$ cat src/rtl/skewcal_pkg.sv
package skewcal_pkg;

  localparam int REG_W = 4;

  typedef enum logic [1:0] {
    LANE_RUN     = 2'b00,
    LANE_DATA_LP = 2'b01,
    LANE_RSVD    = 2'b10,
    LANE_ALL_LP  = 2'b11
  } lane_force_e;

  typedef struct packed {
    lane_force_e lane;
    logic        cont_clk;
    logic        out_en;
  } link_ctl_t;

  typedef struct packed {
    logic pass_all;
    logic invert;
    logic single;
    logic periodic;
  } cal_ctl_t;

  localparam int ADDR_LINK = 0;
  localparam int ADDR_CAL  = 1;

endpackage

$ cat src/rtl/skewcal_regs.sv
module skewcal_regs
  import skewcal_pkg::*;
#(
  parameter int ADDR_W = 1
) (
  input  logic              clk,
  input  logic              rst_n,
  input  logic              wr_en,
  input  logic [ADDR_W-1:0] addr,
  input  logic [REG_W-1:0]  wdata,
  input  logic              single_clr,
  output logic [REG_W-1:0]  rdata,
  output link_ctl_t         link_ctl,
  output cal_ctl_t          cal_ctl
);

  link_ctl_t link_q;
  cal_ctl_t  cal_q;
  logic      hit_link;
  logic      hit_cal;

  assign hit_link = (addr == ADDR_W'(ADDR_LINK));
  assign hit_cal  = (addr == ADDR_W'(ADDR_CAL));

  always_ff @(posedge clk or negedge rst_n) begin
    if (!rst_n) begin
      link_q <= '0;
      cal_q  <= '0;
    end else begin
      if (wr_en && hit_link) link_q <= link_ctl_t'(wdata);
      if (wr_en && hit_cal)  cal_q  <= cal_ctl_t'(wdata);
      if (single_clr)        cal_q.single <= 1'b0;
    end
  end

  always_comb begin
    rdata = '0;
    if (hit_link)     rdata = link_q;
    else if (hit_cal) rdata = cal_q;
  end

  assign link_ctl = link_q;
  assign cal_ctl  = cal_q;

endmodule

$ cat src/rtl/skewcal_lane.sv
module skewcal_lane
  import skewcal_pkg::*;
(
  input  lane_force_e code,
  output logic        data_lp,
  output logic        clk_lp
);

  always_comb begin
    data_lp = 1'b0;
    clk_lp  = 1'b0;
    case (code)
      LANE_DATA_LP: data_lp = 1'b1;
      LANE_ALL_LP: begin
        data_lp = 1'b1;
        clk_lp  = 1'b1;
      end
      default: ;
    endcase
  end

endmodule

$ cat src/rtl/skewcal_pass.sv
module skewcal_pass #(
  parameter int NPORTS = 4
) (
  input  logic [NPORTS-1:0] en,
  input  logic [NPORTS-1:0] valid,
  input  logic              all_mode,
  output logic              pass
);

  function automatic logic pass_eval(input logic [NPORTS-1:0] e,
                                     input logic [NPORTS-1:0] v,
                                     input logic              m);
    logic any_en;
    logic any_ok;
    logic all_ok;
    any_en = |e;
    any_ok = |(e & v);
    all_ok = &(v | ~e);
    return any_en && (m ? all_ok : any_ok);
  endfunction

  assign pass = pass_eval(en, valid, all_mode);

endmodule

$ cat src/rtl/skewcal_sched.sv
module skewcal_sched #(
  parameter int PAT_W = 8
) (
  input  logic             clk,
  input  logic             rst_n,
  input  logic             out_en,
  input  logic             periodic_en,
  input  logic             single_req,
  input  logic             invert,
  input  logic             frame_end,
  input  logic             link_idle,
  input  logic             cal_done,
  output logic             cal_req,
  output logic [PAT_W-1:0] pattern,
  output logic             single_clr,
  output logic             cal_start,
  output logic             cal_finish,
  output logic             per_pend
);

  typedef enum logic {SC_IDLE = 1'b0, SC_BUSY = 1'b1} sc_state_e;

  function automatic logic [PAT_W-1:0] alt_pattern(input logic inv);
    logic [PAT_W-1:0] p;
    for (int i = 0; i < PAT_W; i++) p[i] = (i % 2 == 1) ^ inv;
    return p;
  endfunction

  sc_state_e        state_q;
  logic             per_pend_q;
  logic             took_single_q;
  logic [PAT_W-1:0] pat_q;
  logic             want;

  assign want       = single_req || per_pend_q;
  assign cal_start  = (state_q == SC_IDLE) && out_en && link_idle && want;
  assign cal_finish = (state_q == SC_BUSY) && cal_done;
  assign single_clr = cal_finish && took_single_q;

  always_ff @(posedge clk or negedge rst_n) begin
    if (!rst_n) begin
      state_q       <= SC_IDLE;
      per_pend_q    <= 1'b0;
      took_single_q <= 1'b0;
      pat_q         <= alt_pattern(1'b0);
    end else begin
      if (cal_start) begin
        state_q       <= SC_BUSY;
        took_single_q <= single_req;
        pat_q         <= alt_pattern(invert);
        per_pend_q    <= 1'b0;
      end else if (cal_finish) begin
        state_q       <= SC_IDLE;
        took_single_q <= 1'b0;
      end
      if (frame_end && periodic_en) per_pend_q <= 1'b1;
    end
  end

  assign cal_req  = (state_q == SC_BUSY);
  assign pattern  = pat_q;
  assign per_pend = per_pend_q;

endmodule

$ cat src/rtl/skewcal_top.sv
module skewcal_top
  import skewcal_pkg::*;
#(
  parameter int NPORTS = 4,
  parameter int PAT_W  = 8,
  parameter int ADDR_W = 1
) (
  input  logic              clk,
  input  logic              rst_n,
  input  logic              reg_wr,
  input  logic [ADDR_W-1:0] reg_addr,
  input  logic [3:0]        reg_wdata,
  output logic [3:0]        reg_rdata,
  input  logic              frame_end,
  input  logic              link_idle,
  input  logic              cal_done,
  input  logic [NPORTS-1:0] rx_en,
  input  logic [NPORTS-1:0] rx_valid,
  output logic              cal_req,
  output logic [PAT_W-1:0]  cal_pattern,
  output logic              data_lp00,
  output logic              clk_lp00,
  output logic              hs_clk_cont,
  output logic              tx_enable,
  output logic              pass
);

  link_ctl_t link_ctl;
  cal_ctl_t  cal_ctl;
  logic      single_clr;
  logic      cal_start;
  logic      cal_finish;
  logic      per_pend;
  logic      pass_all;

  skewcal_regs #(.ADDR_W(ADDR_W)) regs_i (
    .clk        (clk),
    .rst_n      (rst_n),
    .wr_en      (reg_wr),
    .addr       (reg_addr),
    .wdata      (reg_wdata),
    .single_clr (single_clr),
    .rdata      (reg_rdata),
    .link_ctl   (link_ctl),
    .cal_ctl    (cal_ctl)
  );

  skewcal_sched #(.PAT_W(PAT_W)) sched_i (
    .clk         (clk),
    .rst_n       (rst_n),
    .out_en      (link_ctl.out_en),
    .periodic_en (cal_ctl.periodic),
    .single_req  (cal_ctl.single),
    .invert      (cal_ctl.invert),
    .frame_end   (frame_end),
    .link_idle   (link_idle),
    .cal_done    (cal_done),
    .cal_req     (cal_req),
    .pattern     (cal_pattern),
    .single_clr  (single_clr),
    .cal_start   (cal_start),
    .cal_finish  (cal_finish),
    .per_pend    (per_pend)
  );

  skewcal_lane lane_i (
    .code    (link_ctl.lane),
    .data_lp (data_lp00),
    .clk_lp  (clk_lp00)
  );

  assign pass_all = cal_ctl.pass_all;

  skewcal_pass #(.NPORTS(NPORTS)) pass_i (
    .en       (rx_en),
    .valid    (rx_valid),
    .all_mode (pass_all),
    .pass     (pass)
  );

  assign hs_clk_cont = link_ctl.cont_clk;
  assign tx_enable   = link_ctl.out_en;

endmodule

$ cat config.mk
export PLATFORM = sky130hd
export DESIGN_NAME = skewcal_top
export DESIGN_NICKNAME = d
export VERILOG_FILES = /design/src/rtl/skewcal_pkg.sv /design/src/rtl/skewcal_regs.sv /design/src/rtl/skewcal_lane.sv /design/src/rtl/skewcal_pass.sv /design/src/rtl/skewcal_sched.sv /design/src/rtl/skewcal_top.sv
export SDC_FILE = /design/constraint.sdc
export NUM_CORES = 1
export LEC_CHECK = 0
export CAP_MARGIN = 40
export CORE_MARGIN = 2
export CORE_UTILIZATION = 34
export DETAILED_ROUTE_END_ITERATION = 7
export GPL_TIMING_DRIVEN = 0
export PLACE_DENSITY = 0.72
export SKIP_LAST_GASP = 1
export SLEW_MARGIN = 10
export SYNTH_ARGS = -nofsm -noshare
export SYNTH_HDL_FRONTEND = slang
export SYNTH_SLANG_ARGS = --single-unit
$ cat constraint.sdc
create_clock -name clk -period 1.05 [get_ports clk]
set_input_delay 0.21 -clock clk [delete_from_list [all_inputs] [get_ports clk]]
set_output_delay 0.21 -clock clk [all_outputs]
set_load 0.02 [all_outputs]
==> metrics.md <==
| Metric | Value |
|---|---|
| Run status | complete, but fails checks |
| Failing checks | setup timing |
| CORE AREA | 0.001982 mm² |
| Post-synthesis sequential area ratio | 45.47% |
| Arr. time, crit path | 1.10 ns |
| Post-synth net total | 78 |
| CTS tree | done |
| Worst Skew | between 0.002 and 0.003 ns |
| Critical Path Source Type | flip-flop |
| Most common cell after layout, fill and taps aside | buf_6 |
| Combinational share of power | 61.2% |
| Worst VDD drop | 1.286 mV |
| Worst path slowest cell | dfrtp_1 |
| Port Buffers | 36 |
| Pwr Total | 2.887 mW |
| DRT antenna net count | 0 |
| Post-Syn Area | 718.2 µm² |
| Net Sw Frac | 34.58% |
| Power Density | 2125 mW/mm² |
| Final instance area | 0.001359 mm² |
| Initial Utilization | 36.24% |
| GR Overflow Total | 0 |
| Ant diodes | 0 |
| Crit path kind | reg -> out |
| CTS Buffer Depth | 2 |
| I/O Pins | 37 |
| Die H | approximately 50 µm |
| Vias per cell | 4.517 |
| Rows | 16 |
| Total GRT Usage | 17.50% |
| Least-Margin Pin Slew | 0.6087 ns |
| Relative slew slack | 59.29% |
| Hold Fails Final Rpt | 0 |
| Post-Layout Cell Count | 143 |
| CP max stage delay | 0.41 ns |
| CP top delay family | flip-flops |
| H-tree levels | 1 |
| Unrepaired setup endpoints after global routing | yes |
| Worst Setup Slack, final | -0.2594 ns |
| Period minus WS final | 1.309 ns |
| Dpl cells | between 100 and 150 |
| Setup WS pre-CTS | -1.015 ns |
| Cell count after synthesis | 59 |
| Internal | 1.889 mW |
| Worst hold slack | 0.3036 ns |
| Leak | about 0.66 nW |
| Setup violations, final | 21 |
| Share of cells above drive strength 1 | roughly 64% |
| DRC violations left | 0 |
| Detailed Route Iter0 Violations | 0 |
| Pin count of the biggest net entering global routing | 14 |
| Synth warn | 0 |
| Max frequency | 0.7637 GHz |
| Die area | 0.002496 mm² |
| CTS buffer count | 3 |
| Vias | 646 |
| Crit-path max FO | 3 |
| Worst-Skew Late Latency | 0.28 ns |
| Routed wire per std cell | 13.93 µm |
| Power share of the clock group | 10.9% |
| DPL Wire Length | roughly 1.3 mm |
| Clk pin slew, worst setup/hold paths | 0.08 ns |
| Nets | 136 |
| Maxcap violations | 0 |
| Final Wtd Congestion | about 0.7 |
| CP Cell Sequence | mux2_4, buf_6 |
| First-pass GRT wire length | 3.174 mm |
| Switching power | between 0.9 and 1 mW |
| Area after DPL | 0.001124 mm² |
| Hold Crit Class | in -> async |
| Most used cells in the layout excluding fill and tap cells | 29 x buf_6, 13 x buf_4, 10 x mux2_4 |
| Syn_area_per_cell | 12.17 µm² |
| Vias in the first global route | 658 |
| CP required | 0.84 ns |
| TritonCTS sink count | 13 |
| Post-layout util | roughly two thirds |
| Final Slew Violations | 0 |
| Synth unique cells | 26 |
| Initial antenna violation count | 0 |
| Period utilisation layout | 124.7% |
| Worst Path Buf+Inv | 1 |
| Crit. End Element | output pin |
| Root Driver | clkbuf_4 |
| Yosys reg bits | 13 |
| Sequential share of power | 27.9% |
| Layout overhead on the synthesized area | 89.20% |
| Drt total wl | 1.992 mm |
| DR pass1 iterations | 1 |
| Setup TNS | -3.602 ns |
| Die Span X | 49.96 µm |
registers in the layout, summed over array words and instances (netlist names):
name / count
sched_i.cal_req: 1
regs_i.link_ctl: 4
sched_i.pattern: 2
sched_i.took_single_q: 1
sched_i.per_pend: 1
regs_i.cal_ctl: 4
power groups by stage:
| stage | registers [mW] | logic (mW) | clock network, mW |
|---|---|---|---|
| 3_5_place_dp | 0.788 | 1.27 | 0 |
| 3_3_place_gp | 0.781 | 1.25 | 0 |
| 6_report | 0.806 | 1.77 | 0.316 |
| 4_1_cts | 0.776 | 1.61 | 0.324 |
| 2_1_floorplan | 0.835 | 0.640 | 0 |
| 5_1_grt | 0.827 | 1.86 | 0.351 |
worst paths after layout:
path	start	slack, ns	end	cells past startpoint
max in group asynchronous	rst_n	0.31	sched_i.cal_req$_DFFE_PN0P_	1
worst max register to register	regs_i.cal_ctl[1]$_DFFE_PN0P_	-0.17	sched_i.pattern[6]$_DFFE_PN0P_	4
worst max-delay path	regs_i.link_ctl[3]$_DFFE_PN0P_	-0.26	reg_rdata[3]	2
min in group clk	frame_end	0.46	sched_i.per_pend$_DFFE_PN0P_	3
worst min-delay path	rst_n	0.30	sched_i.per_pend$_DFFE_PN0P_	1
worst min register to register	sched_i.took_single_q$_DFFE_PN0P_	0.48	regs_i.cal_ctl[1]$_DFFE_PN0P_	1
area by class of cell:
cell class / count / area (µm²)
Buffer: 5 / 56.30
Clock buffer: 4 / 26.28
Fill cell: 146 / 623.1
Inverter: 2 / 7.507
Multi-Input combinational cell: 37 / 381.6
Sequential cell: 13 / 330.3
Tap cell: 27 / 33.78
Timing Repair Buffer: 55 / 523.0
per-layer routing:
layer / share of wire (%) / vias up / GRT usage, %
met2: 54 / 21 / 29.78
met1: 40 / 300 / 20.69
met4: 2.0 / 0 / 5.556
met3: 4.2 / 7 / 5.758
met5: 0 / - / 0
li1: - / 318 / -
cell usage after synthesis:
| cell | number | area, µm² |
|---|---|---|
| nor2b_4 | 1 | 13.76 |
| o21ai_0 | 3 | 15.01 |
| clkbuf_1 | 1 | 3.750 |
| nand2_2 | 1 | 6.260 |
| mux2_4 | 7 | 105.1 |
| nand3_1 | 1 | 5.000 |
| nand2_1 | 2 | 7.510 |
| a221oi_1 | 1 | 8.760 |
| inv_1 | 2 | 7.510 |
| and2_1 | 1 | 6.260 |
| or2_1 | 1 | 6.260 |
| mux2_1 | 1 | 11.26 |
| nor3_2 | 1 | 10.01 |
| o2111ai_1 | 1 | 8.760 |
| mux2i_1 | 2 | 20.02 |
| nand2b_1 | 3 | 18.77 |
| nand2_4 | 1 | 11.26 |
| buf_4 | 6 | 45.04 |
| nor2b_1 | 1 | 6.260 |
| dfrtp_1 | 12 | 300.3 |
| a31oi_1 | 2 | 12.51 |
| nor2_1 | 1 | 3.750 |
| mux2_2 | 4 | 45.04 |
| a21oi_1 | 1 | 5.000 |
| a22o_1 | 1 | 8.760 |
| dfstp_2 | 1 | 26.28 |
worst register-to-register path: cells and delay by family (launching register included):
| family | cells | cell delay, ns |
|---|---|---|
| multiplexers | 1 | 0.32 |
| buffers and inverters | 1 | 0.13 |
| flip-flops | 1 | 0.39 |
| AND/OR/NAND/NOR | 2 | 0.28 |
repair_timing:
| item | CTS | global route |
|---|---|---|
| setup endpoints to repair | 28 | 23 |
| gates resized for setup | 131 | 24 |
| gates cloned | 0 | 0 |
| pin swaps | 3 | 4 |
| hold buffers | 0 | 0 |
| buffers inserted | 14 | 6 |
logic make-up (layout without fill, tap and decap cells):
kind of cell    count (synthesis)  count (layout)  share of synthesized area [%]
mux                            14              14                          25.26
simple gates                   14              14                          13.24
flops                          13              13                          45.47
compound gates                  9               9                          8.187
buf+inv                         9              66                          7.839
Note: power is estimated with default switching activity, not from simulation.
